## config.mk

```make
export PLATFORM = sky130hd
export DESIGN_NAME = memfill_engine
export DESIGN_NICKNAME = d
export VERILOG_FILES = /design/src/rtl/memfill_pkg.sv /design/src/rtl/memfill_admit.sv /design/src/rtl/memfill_walker.sv /design/src/rtl/memfill_seq.sv /design/src/rtl/memfill_engine.sv
export SDC_FILE = /design/constraint.sdc
export NUM_CORES = 1
export LEC_CHECK = 0
export ABC_AREA = 1
export BUFFER_PORTS_ARGS = -buffer_cell sky130_fd_sc_hd__buf_2
export CAP_MARGIN = 30
export CORE_MARGIN = 2
export CORE_UTILIZATION = 37
export DETAILED_ROUTE_END_ITERATION = 12
export HOLD_SLACK_MARGIN = 0.1
export PLACE_DENSITY_LB_ADDON = 0.12
export SYNTH_ARGS = -nofsm -noshare
export SYNTH_HDL_FRONTEND = slang
export SYNTH_SLANG_ARGS = --single-unit
```

## constraint.sdc

```tcl
create_clock -name clk -period 3.9 [get_ports clk]
set_input_delay 0.585 -clock clk [delete_from_list [all_inputs] [get_ports clk]]
set_output_delay 0.585 -clock clk [all_outputs]
set_load 0.02 [all_outputs]
```

## src/rtl/memfill_pkg.sv

```systemverilog
package memfill_pkg;

  typedef enum logic [1:0] {
    FILL_IDLE = 2'd0,
    FILL_RUN  = 2'd1,
    FILL_DONE = 2'd2
  } fill_state_e;

endpackage

```

## src/rtl/memfill_admit.sv

```systemverilog
// Decides whether a programmed count may start a fill and converts it to
// a byte count one bit wider, so that the whole space can be represented.
module memfill_admit #(
  parameter int unsigned ADDR_W = 32,
  parameter logic [ADDR_W-1:0] MIN_SIZE = 8,
  parameter logic [ADDR_W-1:0] MAX_SIZE = '1
) (
  input  logic [ADDR_W-1:0] size_code,
  output logic              size_ok,
  output logic [ADDR_W:0]   byte_count
);

  logic whole_space;
  logic in_window;

  always_comb begin
    whole_space = &size_code;
    in_window   = (size_code != '0) && (size_code >= MIN_SIZE) &&
                  (size_code <= MAX_SIZE);
    size_ok     = whole_space || in_window;
    if (whole_space) begin
      byte_count = {1'b1, {ADDR_W{1'b0}}};
    end else begin
      byte_count = {1'b0, size_code};
    end
  end

endmodule

```

## src/rtl/memfill_walker.sv

```systemverilog
// Walks word-aligned addresses across the span and forms the byte strobes.
// rem_q counts bytes from the current word base to the end of the span.
module memfill_walker #(
  parameter int unsigned ADDR_W = 32,
  parameter int unsigned STRB_W = 8,
  parameter int unsigned OFS_W  = 3
) (
  input  logic              clk,
  input  logic              rst_n,
  input  logic              load,
  input  logic [ADDR_W-1:0] ptr,
  input  logic [ADDR_W:0]   byte_count,
  input  logic              advance,
  output logic [ADDR_W-1:0] word_addr,
  output logic [STRB_W-1:0] strb,
  output logic              last_word
);

  localparam logic [ADDR_W-1:0] ADDR_STEP = ADDR_W'(STRB_W);
  localparam logic [ADDR_W:0]   REM_STEP  = (ADDR_W+1)'(STRB_W);

  logic [ADDR_W-1:0] addr_q;
  logic [ADDR_W:0]   rem_q;
  logic [OFS_W-1:0]  lead_q;
  logic [ADDR_W:0]   lead_ext;

  assign lead_ext = {{(ADDR_W+1-OFS_W){1'b0}}, ptr[OFS_W-1:0]};

  always_ff @(posedge clk) begin
    if (!rst_n) begin
      addr_q <= '0;
      rem_q  <= '0;
      lead_q <= '0;
    end else if (load) begin
      addr_q <= {ptr[ADDR_W-1:OFS_W], {OFS_W{1'b0}}};
      rem_q  <= byte_count + lead_ext;
      lead_q <= ptr[OFS_W-1:0];
    end else if (advance) begin
      addr_q <= addr_q + ADDR_STEP;
      rem_q  <= rem_q - REM_STEP;
      lead_q <= '0;
    end
  end

  assign word_addr = addr_q;
  assign last_word = (rem_q <= REM_STEP);

  for (genvar i = 0; i < STRB_W; i++) begin : g_lane
    assign strb[i] = (OFS_W'(i) >= lead_q) && ((ADDR_W+1)'(i) < rem_q);
  end

endmodule

```

## src/rtl/memfill_seq.sv

```systemverilog
// Run-state sequencer: idle, running, one-cycle done.
module memfill_seq
  import memfill_pkg::*;
(
  input  logic        clk,
  input  logic        rst_n,
  input  logic        start,
  input  logic        size_ok,
  input  logic        beat_fire,
  input  logic        last_word,
  output logic        load,
  output fill_state_e state
);

  fill_state_e state_q;
  fill_state_e state_d;

  assign load = start && size_ok && (state_q == FILL_IDLE);

  always_comb begin
    state_d = state_q;
    case (state_q)
      FILL_IDLE: if (load) state_d = FILL_RUN;
      FILL_RUN:  if (beat_fire && last_word) state_d = FILL_DONE;
      FILL_DONE: state_d = FILL_IDLE;
      default:   state_d = FILL_IDLE;
    endcase
  end

  always_ff @(posedge clk) begin
    if (!rst_n) state_q <= FILL_IDLE;
    else        state_q <= state_d;
  end

  assign state = state_q;

endmodule

```

## src/rtl/memfill_engine.sv

```systemverilog
module memfill_engine
  import memfill_pkg::*;
#(
  parameter int unsigned ADDR_W = 32,
  parameter int unsigned PAT_W  = 32,
  parameter logic [ADDR_W-1:0] MIN_SIZE = 8,
  parameter logic [ADDR_W-1:0] MAX_SIZE = '1
) (
  input  logic                 clk,
  input  logic                 rst_n,
  input  logic [ADDR_W-1:0]    cfg_dst_ptr,
  input  logic [ADDR_W-1:0]    cfg_size,
  input  logic [PAT_W-1:0]     cfg_pat_hi,
  input  logic [PAT_W-1:0]     cfg_pat_lo,
  input  logic                 cfg_start,
  output logic [ADDR_W-1:0]    wr_addr,
  output logic [2*PAT_W-1:0]   wr_data,
  output logic [2*PAT_W/8-1:0] wr_strb,
  output logic                 wr_valid,
  input  logic                 wr_ready,
  output logic                 status_active,
  output logic                 done
);

  localparam int unsigned DATA_W = 2 * PAT_W;
  localparam int unsigned STRB_W = DATA_W / 8;
  localparam int unsigned OFS_W  = $clog2(STRB_W);

  logic              size_ok;
  logic [ADDR_W:0]   byte_count;
  logic              load;
  logic              beat_fire;
  logic              last_word;
  fill_state_e       state;
  logic [DATA_W-1:0] pat_q;

  memfill_admit #(
    .ADDR_W  (ADDR_W),
    .MIN_SIZE(MIN_SIZE),
    .MAX_SIZE(MAX_SIZE)
  ) u_admit (
    .size_code (cfg_size),
    .size_ok   (size_ok),
    .byte_count(byte_count)
  );

  memfill_seq u_seq (
    .clk      (clk),
    .rst_n    (rst_n),
    .start    (cfg_start),
    .size_ok  (size_ok),
    .beat_fire(beat_fire),
    .last_word(last_word),
    .load     (load),
    .state    (state)
  );

  memfill_walker #(
    .ADDR_W(ADDR_W),
    .STRB_W(STRB_W),
    .OFS_W (OFS_W)
  ) u_walk (
    .clk       (clk),
    .rst_n     (rst_n),
    .load      (load),
    .ptr       (cfg_dst_ptr),
    .byte_count(byte_count),
    .advance   (beat_fire),
    .word_addr (wr_addr),
    .strb      (wr_strb),
    .last_word (last_word)
  );

  always_ff @(posedge clk) begin
    if (!rst_n)    pat_q <= '0;
    else if (load) pat_q <= {cfg_pat_hi, cfg_pat_lo};
  end

  assign wr_valid      = (state == FILL_RUN);
  assign beat_fire     = wr_valid && wr_ready;
  assign wr_data       = pat_q;
  assign status_active = (state != FILL_IDLE);
  assign done          = (state == FILL_DONE);

endmodule

```

Word level (Yosys, flattened, before mapping). Cells that the tools add are included.

Add/sub/neg operators: 3. $lt $le $gt $ge: 19. Equal/unequal tests: 4. Mux-type cells: 10. Bitwise gates (word level): 1. Reduce and logical (&&, ||, !) cells: 22.

Operators by type and width (number): $lt A3 B33 Y1 const A (4); $mux W33 (3); $lt A1 B33 Y1 const A (2); $lt A2 B33 Y1 const A (2); $mux W32 (2); $add A33 B3 Y33 (1); $le A33 B4 Y1 const B (1); $sub A33 B4 Y33 const B (1); $add A32 B4 Y32 const B (1); $ge A32 B4 Y1 const B (1); $le A32 B32 Y1 const B (1); $reduce_and A32 Y1 (1); $reduce_bool A32 Y1 (1); $logic_and A1 B1 Y1 (14); $ge A3 B3 Y1 const A (4); $ge A1 B3 Y1 const A (2); $ge A2 B3 Y1 const A (2); $mux W3 (2); $mux W2 (2); $pmux W2 S2 (1); $reduce_bool A2 Y1 (2); $eq A2 B1 Y1 const B (1); $eq A2 B2 Y1 const B (1); $logic_not A2 Y1 (1); 6 further kinds (6).

Register bits after elaboration: 134. Input port bits: 132. Output and inout port bits: 107. Logic and storage cells: 65.

Logic depth before layout (Yosys ltp). Gate-level depths: netlist of run 1.

Depth in word-level cells: 8. Depth in mapped cells: 24. Mapped depth without buffers: 22.

Modules after synthesis. Synthesis of run 1 repeated with hierarchy kept, for this count alone.

Cells, all modules: 1450. Area total of the unflattened synthesis: 8710.9 um2.

Modules (own cells, without submodules): memfill_walker (instances 1, cells each 907, area each 5303.8 um2, sequential area each 1301.2 um2); memfill_engine (instances 1, cells each 411, area each 2695.1 um2, sequential area each 1281.2 um2); memfill_admit (instances 1, cells each 119, area each 624.3 um2, sequential area each 0.0 um2); memfill_seq (instances 1, cells each 13, area each 87.6 um2, sequential area each 40.0 um2).

Worst setup path before layout of run 1. Ideal clock, no wire load.

Path kind: in2reg. From: input cfg_size[14]. To: register u_walk.rem_q[26]. Setup time: 0.131 ns. Arrival time: 2.901 ns. Required time: 3.769 ns. Setup slack: 0.868 ns. Cell stages on the path: 20. Buffers on the path: 2. Path through: nand2_1 nor2_1 nand2_1 nor2_2 nand2_4 buf_2 buf_1 nand2_1 fa_1 inv_1 a21oi_1 inv_1 nand3_1 nor2_2 and2_4 nand2_1 nand2_1 nand3_1 nand2_1 a21oi_2.

Longest elaborated chain between the ends: 7. Elaborated cells between the ends (all ways): 13. Those cells by class: add/sub: 1; order compare: 2; mux: 2; reduce/logical: 8.

RTL lines: start: declaration (RTL line memfill_engine.sv:12) `input logic [ADDR_W-1:0] cfg_size,`; parallel branches: the longest is 7 deep, another holds $add A33 B3 Y33; end signal: assignment (RTL line memfill_walker.sv:36) `rem_q <= byte_count + lead_ext;`; end signal: assignment (RTL line memfill_walker.sv:40) `rem_q <= rem_q - REM_STEP;`; end: declaration (RTL line memfill_walker.sv:23) `logic [ADDR_W:0] rem_q;`.

Several ways; the timed one is not identified. A chain may end at the register's enable or synchronous reset.

Worst setup path after layout of run 1.
From: register u_walk.rem_q[31]. To: output wr_strb[2].

Longest elaborated chain between the ends: 2.

RTL lines: $lt A2 B33 Y1 (RTL line memfill_walker.sv:49) `assign strb[i] = (OFS_W'(i) >= lead_q) && ((ADDR_W+1)'(i) < rem_q);`; $logic_and A1 B1 Y1 (RTL line memfill_walker.sv:49); end: declaration (RTL line memfill_engine.sv:18) `output logic [2*PAT_W/8-1:0] wr_strb,`.

No other way between the ends.

==> out/results.txt, run 1 <==
Status: completed
Endpoints failing setup: 0
Final instance area: 10,100 um^2
Final period util: 79.3%
Total power: 4130 uW
H-tree lvl count: 4
Critical path type: reg -> out
Clock-pin slew on the worst setup and hold paths: 0.07 ns
Largest net degree at the start of global routing: 108
Postcts setup bufs: 0
Critical path arrival: 2.51 ns
Final min period: 3.09 ns
Highest Signal Layer: met4
Sw Pwr: 1380 uW
Synthesis Warnings: 0
Number of CTS-inserted buffers: 17
Power Internal: 2750 uW
Critical path capture point type: output pin
Root Driver: clkbuf_16
EDFF count, synth: 0
Switching share of power: 33.4%
Ports: 239
Inserted Diodes: 0
Final hold viol count: 0
Cell seen most often among critical-path stages: nor2_1
Area growth from synthesis to layout: 24.7%
Comb pwr share: 22.4%
Synth Cell Area: 8080 um^2
Avg Inst Size Synth: 6.30 um^2
Die area: 23,000 um^2
Mapped Cells: 1,283
Largest fanout on the critical path: 5
FFs w/ async S/R, synth: 0%
Area of the multi-input gates: 4750 um^2
Quantity of gates resized following cts: 0
Clock sink count: 131
Total gr overflow: 0
CTS tree: yes
PD cells: 409 nW/um^2
F_max: 323 MHz
DP Worst Slack: 0.493 ns
Final ANT Viol Nets: 0
Clock Power Share: 39.9%
Gr usage total: 22.4%
Starting density of the core: 37.4%
Die Height: 152 um
Post-synth top area share: 32.5%
Hold_buf cts: 0
Slowest CP cell: dfxtp_1
Top cell type by total area after synthesis: dfxtp_1
Antenna violations before repair: 0
Seq/Total Area, Yosys: 32.5%
Top FF cell, synth: dfxtp_1
Commonest non-fill, non-tap cell in the layout: nor2_1
Skew final: 0.0182 ns
Vias: 8,956
Startpoint Class: flop
Met3 WL: 1530 um
Min-delay worst type: in -> reg
Avg Vias per Cell: 5.02
Worst skew pair latency: 0.43 ns
Leakage power: 0.00464 uW
DP Area: 9470 um^2
Seq pwr share: 37.7%
Setup TNS: 0 ns
Core Footprint: 21,600 um^2
R2R setup slack: 0.95 ns
Fin util: 46.6%
Pins Over Slew Limit: 0
Max clock buf depth: 2
Worst Max-Slew Pin Slew: 1.01 ns
Max VDD drop: 0.281 mV
HPWL Detailed: 19,700 um
DRT Pass-1 Iters: 5
Yosys cell types: 52
MaxCap Viol Count: 0
Die Wd: 152 um
Layout filler cell count: 2,368
Global-route wire length before repair: 40,700 um
# DRC: 0
Final Worst Setup Slack: 0.807 ns
Crit-path cells: nor2_1 > nand2_1 > nor2_1 > nand2_1 > nor2_1 > nand4_1 > o31ai_1 > a221oi_1 > buf_2
Detailed-route wire length per cell: 15.1 um
Initial DRC count: 520
Critical Path RT: 3.31 ns
RSZ-0062 raised after global routing: no
# rows: 54
Met2 wire length: 12,700 um
Routed metal-1 wirelength: 12,300 um
Register area: 2620 um^2
#FFs+latches synth: 131
Layout cell share with drive strength beyond 1: 21.6%
RePlAce Congestion: 0.914
Nets: 1,631
Vias in the first global route: 7,885
Crit path largest cell delay: 0.35 ns
Drt total wl: 26,900 um
IO buf count: 235
Slew HR: 32.5%
Most frequent cells in the layout: 272 x nor2_1, 235 x buf_2, 233 x nand2_1
Top area cells in the synthesized netlist: dfxtp_1 32%, nor2_1 13%, nand2_1 11%
-- through the flow --
| stage | std cells | hold slack, ns |
|---|---|---|
| after floorplan | 1285 | 0.464 |
| after global placement | 1752 | 0.457 |
| after detailed placement | 1752 | 0.466 |
| after CTS | 1784 | 0.389 |
| after global routing | 1784 | 0.398 |
| final | 1784 | 0.400 |
-- cells in the mapped netlist (2+ instances only) --
cell type  instances
nand3b_1           5
inv_1            114
nand4_1           23
o21ai_0          136
nor4_1             6
o21ai_1            4
nand2_4            2
nor2_1           272
o221ai_1           3
nor3_2             2
nor2_2            13
clkinv_1           2
ha_1               7
nor3_1            20
nand2_1          233
buf_4              4
xnor2_1           15
buf_6              2
nand3_2           10
dfxtp_1          131
buf_1              7
a211oi_1           5
a21oi_1           62
nor3b_1            2
o21bai_1           2
xor2_1            19
clkbuf_1          35
nand2_2            4
o211ai_1          11
nand3_1           85
buf_2              9
a31oi_1           10
nor2_4             6
inv_2              2
or2_2              3
-- power by group through the flow --
| stage | clock network [uW] | logic [uW] | registers (uW) |
|---|---|---|---|
| global route | 1740 | 1030 | 1570 |
| global placement | 0 | 919 | 1580 |
| detailed placement | 0 | 921 | 1580 |
| finish | 1650 | 925 | 1560 |
| CTS | 1690 | 925 | 1550 |
| floorplan | 0 | 511 | 1660 |
-- registers in the layout (all words and copies together) (netlist names) --
signal and count:
u_walk.word_addr 29, u_seq.state 2, u_walk.rem_q 33, u_walk.lead_q 3, wr_data 64
-- layout make-up --
cell class | instances | area share [%]
clock buffers | 18 | 4.36
clock inverters | 14 | 1.63
inverters | 119 | 4.47
multi-input cells | 976 | 47.2
flip-flops and latches | 131 | 26.0
well taps | 280 | 3.48
repair buffers | 246 | 12.9
-- worst paths after layout --
check | depth (start not counted) | from | end
max | 9 | u_walk.rem_q[31]$_SDFFE_PN0P_ | wr_strb[2]
min | 3 | cfg_pat_lo[20] | wr_data[20]$_SDFFE_PN0P_
max reg2reg | 8 | u_seq.state[0]$_SDFFE_PN0P_ | u_walk.rem_q[11]$_SDFFE_PN0P_
min reg2reg | 2 | wr_data[61]$_SDFFE_PN0P_ | wr_data[61]$_SDFFE_PN0P_
-- cells by family after synthesis --
kind of cell	count (synthesis)	share of synthesized area, %
and+or+nand+nor	688	37.2
AOI/OAI and AO/OA	243	16.3
buffers and inverters	178	8.95
DFF	131	32.5
xor gates and xnor gates	34	3.69
adders and majority gates	8	1.33
other	1	0.0464
-- metal layers --
metal	GRT usage (%)	vias to the layer above
met1	29.5	4079
met4	6.81	0
met2	37.5	240
li1	-	4603
met3	3.89	34
met5	0	-
-- critical path: cells and delay by family (launching register included) --
| kind | cells | cell delay, ns |
|---|---|---|
| compound gates | 2 | 0.42 |
| flops | 1 | 0.35 |
| simple gates | 6 | 1.14 |
| buf+inv | 1 | 0.17 |
No activity file was read; power rests on OpenSTA's default activity.
==> run 2, diff against run 1 <==
Clock period 3.9 ns to 3.03 ns, I/O delays scaled along.
==> out/results.txt, run 2 (synthesized netlist as in run 1, its figures left out) <==
Antenna violations before repair: 0 (unchanged)
Pins Over Slew Limit: 0 (unchanged)
Power Internal: 3470 uW (was 2750 uW)
Drt total wl: 26,400 um (was 26,900 um)
Largest register FFs: 64 (unchanged)
Most frequent cells in the layout: 272 x nor2_1, 235 x buf_2, 233 x nand2_1 (unchanged)
Total power: 5210 uW (was 4130 uW)
RePlAce Congestion: 0.931 (was 0.914)
Max clock buf depth: 2 (unchanged)
Min-delay worst type: in -> reg (unchanged)
F_max: 351 MHz
Largest fanout on the critical path: 5 (unchanged)
MaxCap Viol Count: 0 (unchanged)
GR Layer Usage met3: 3.80% (was 3.89%)
Global-route wire length before repair: 40,700 um (about the same)
Critical path type: reg -> out (unchanged)
Core Footprint: 21,600 um^2 (unchanged)
Register area: 2620 um^2 (unchanged)
Skew final: 0.00996 ns (was 0.0182 ns)
Seq pwr share: 38.4% (was 37.7%)
PD cells: 500 nW/um^2 (was 409 nW/um^2)
Layout cell share with drive strength beyond 1: 24.3% (was 21.6%)
Worst skew pair latency: 0.42 ns (was 0.43 ns)
Commonest non-fill, non-tap cell in the layout: nor2_1 (unchanged)
Inserted Diodes: 0 (unchanged)
Nets: 1,685 (was 1,631)
Leakage power: 0.00487 uW (was 0.00464 uW)
Root Driver: clkbuf_16 (unchanged)
DRT Pass-1 Iters: 5 (unchanged)
Max VDD drop: 0.265 mV (was 0.281 mV)
Final period util: 94.0%
Initial DRC count: 492 (was 520)
RSZ-0062 raised after global routing: no (unchanged)
CTS tree: yes (unchanged)
H-tree lvl count: 4 (unchanged)
Clock-pin slew on the worst setup and hold paths: 0.07 ns (about the same)
Detailed-route wire length per cell: 14.4 um (was 15.1 um)
HPWL Detailed: 19,900 um (was 19,700 um)
Clock sink count: 131 (unchanged)
Final ANT Viol Nets: 0 (unchanged)
Starting density of the core: 37.4% (unchanged)
Startpoint Class: flop (unchanged)
Layout filler cell count: 2,357 (was 2,368)
Slew HR: 45.2% (was 32.5%)
IO buf count: 235 (unchanged)
Die area: 23,000 um^2 (unchanged)
Gr usage total: 22.2% (was 22.4%)
WHS: 0.280 ns (was 0.400 ns)
Critical Path RT: 2.58 ns (was 3.31 ns)
Critical path capture point type: output pin (unchanged)
Comb pwr share: 23.6% (was 22.4%)
Sw Pwr: 1740 uW (was 1380 uW)
Final min period: 2.85 ns
Setup TNS: 0 ns (unchanged)
Met1 global-route usage: 29.9% (was 29.5%)
Vias: 9,075 (was 8,956)
Die Wd: 152 um (unchanged)
Switching share of power: 33.4% (about the same)
Number of CTS-inserted buffers: 17 (unchanged)
Final hold viol count: 0 (unchanged)
Largest net degree at the start of global routing: 72 (was 108)
Quantity of gates resized following cts: 0 (unchanged)
Fin util: 48.2% (was 46.6%)
Status: completed (unchanged)
Total gr overflow: 0 (unchanged)
Avg Vias per Cell: 4.94 (was 5.02)
Die Height: 152 um (unchanged)
Clock Power Share: 38.0% (was 39.9%)
Hold_buf cts: 0 (unchanged)
M2 GR Usage: 36.6% (was 37.5%)
Area growth from synthesis to layout: 29.0% (was 24.7%)
Area of the multi-input gates: 4750 um^2 (unchanged)
Fin cells: 1,837 (was 1,784)
Critical path arrival: 2.39 ns (was 2.51 ns)
Worst Max-Slew Pin Slew: 0.821 ns (was 1.01 ns)
Vias in the first global route: 7,977 (was 7,885)
Endpoints failing setup: 0 (unchanged)
Busiest grt layer: met2 (unchanged)
# rows: 54 (unchanged)
Inst Count DP: 1,804 (was 1,752)
Ports: 239 (unchanged)
# DRC: 0 (unchanged)
run 2: changes by cell type in the layout (fill, tap and decap cells not counted), sizes merged:
cell      change
clkinvlp      +3
bufinv        -1
buf          +54
clkinv        +3
inv           -6
run 2: metal layers:
metal | share of wire, % | routed length [um]
met4 | 1.5 | 393
met2 | 47 | 12400
met3 | 6.5 | 1720
met5 | 0 | 0
met1 | 45 | 12000
run 2: repair_timing:
| action | 4_1_cts | 5_1_grt |
|---|---|---|
| endpoints found under the setup margin | 0 | 3 |
| endpoints found under the hold margin | 0 | 0 |
| setup buffers | 0 | 2 |
run 2: layout make-up:
type / count / share of cell area (%)
Clock buffer: 18 / 4.21
Clock inverter: 13 / 1.25
Inverter: 119 / 4.32
Multi-Input combinational cell: 976 / 45.6
Sequential cell: 131 / 25.2
Tap cell: 280 / 3.36
Timing Repair Buffer: 300 / 16.1
run 2: worst paths after layout:
| check | start | end | slack, ns | cells after the start |
|---|---|---|---|---|
| hold reg to reg | wr_data[35]$_SDFFE_PN0P_ | wr_data[35]$_SDFFE_PN0P_ | 0.47 | 2 |
| setup reg to reg | u_seq.state[0]$_SDFFE_PN0P_ | u_walk.word_addr[11]$_SDFFE_PN0P_ | 0.49 | 8 |
| setup / recovery | u_walk.rem_q[31]$_SDFFE_PN0P_ | wr_strb[2] | 0.18 | 9 |
| hold / removal | cfg_pat_lo[14] | wr_data[14]$_SDFFE_PN0P_ | 0.28 | 3 |
run 2: power groups by stage:
stage / sequential [uW] / combinational, uW / clock, uW
after floorplan: 2140 / 657 / 0
after global placement: 2030 / 1220 / 0
after detailed placement: 2040 / 1230 / 0
after CTS: 2000 / 1230 / 2030
after global routing: 2020 / 1380 / 2090
final: 2000 / 1230 / 1980
run 2: per-stage QoR:
stage	setup slack, ns	area, um^2
final	0.183	10400
after global routing	0.0122	10400
after CTS	0.174	10400
after detailed placement	-0.134	9840
after global placement	-0.0796	9840
after floorplan	0.129	8090
run 2: worst max-delay path, stage by stage (launching register included):
cell	delay [ns]
dfxtp_1	0.35
nor2_1	0.31
nand2_1	0.09
nor2_1	0.21
nand2_1	0.08
nor2_1	0.10
nand4_1	0.23
o31ai_1	0.34
a221oi_1	0.09
buf_2	0.17
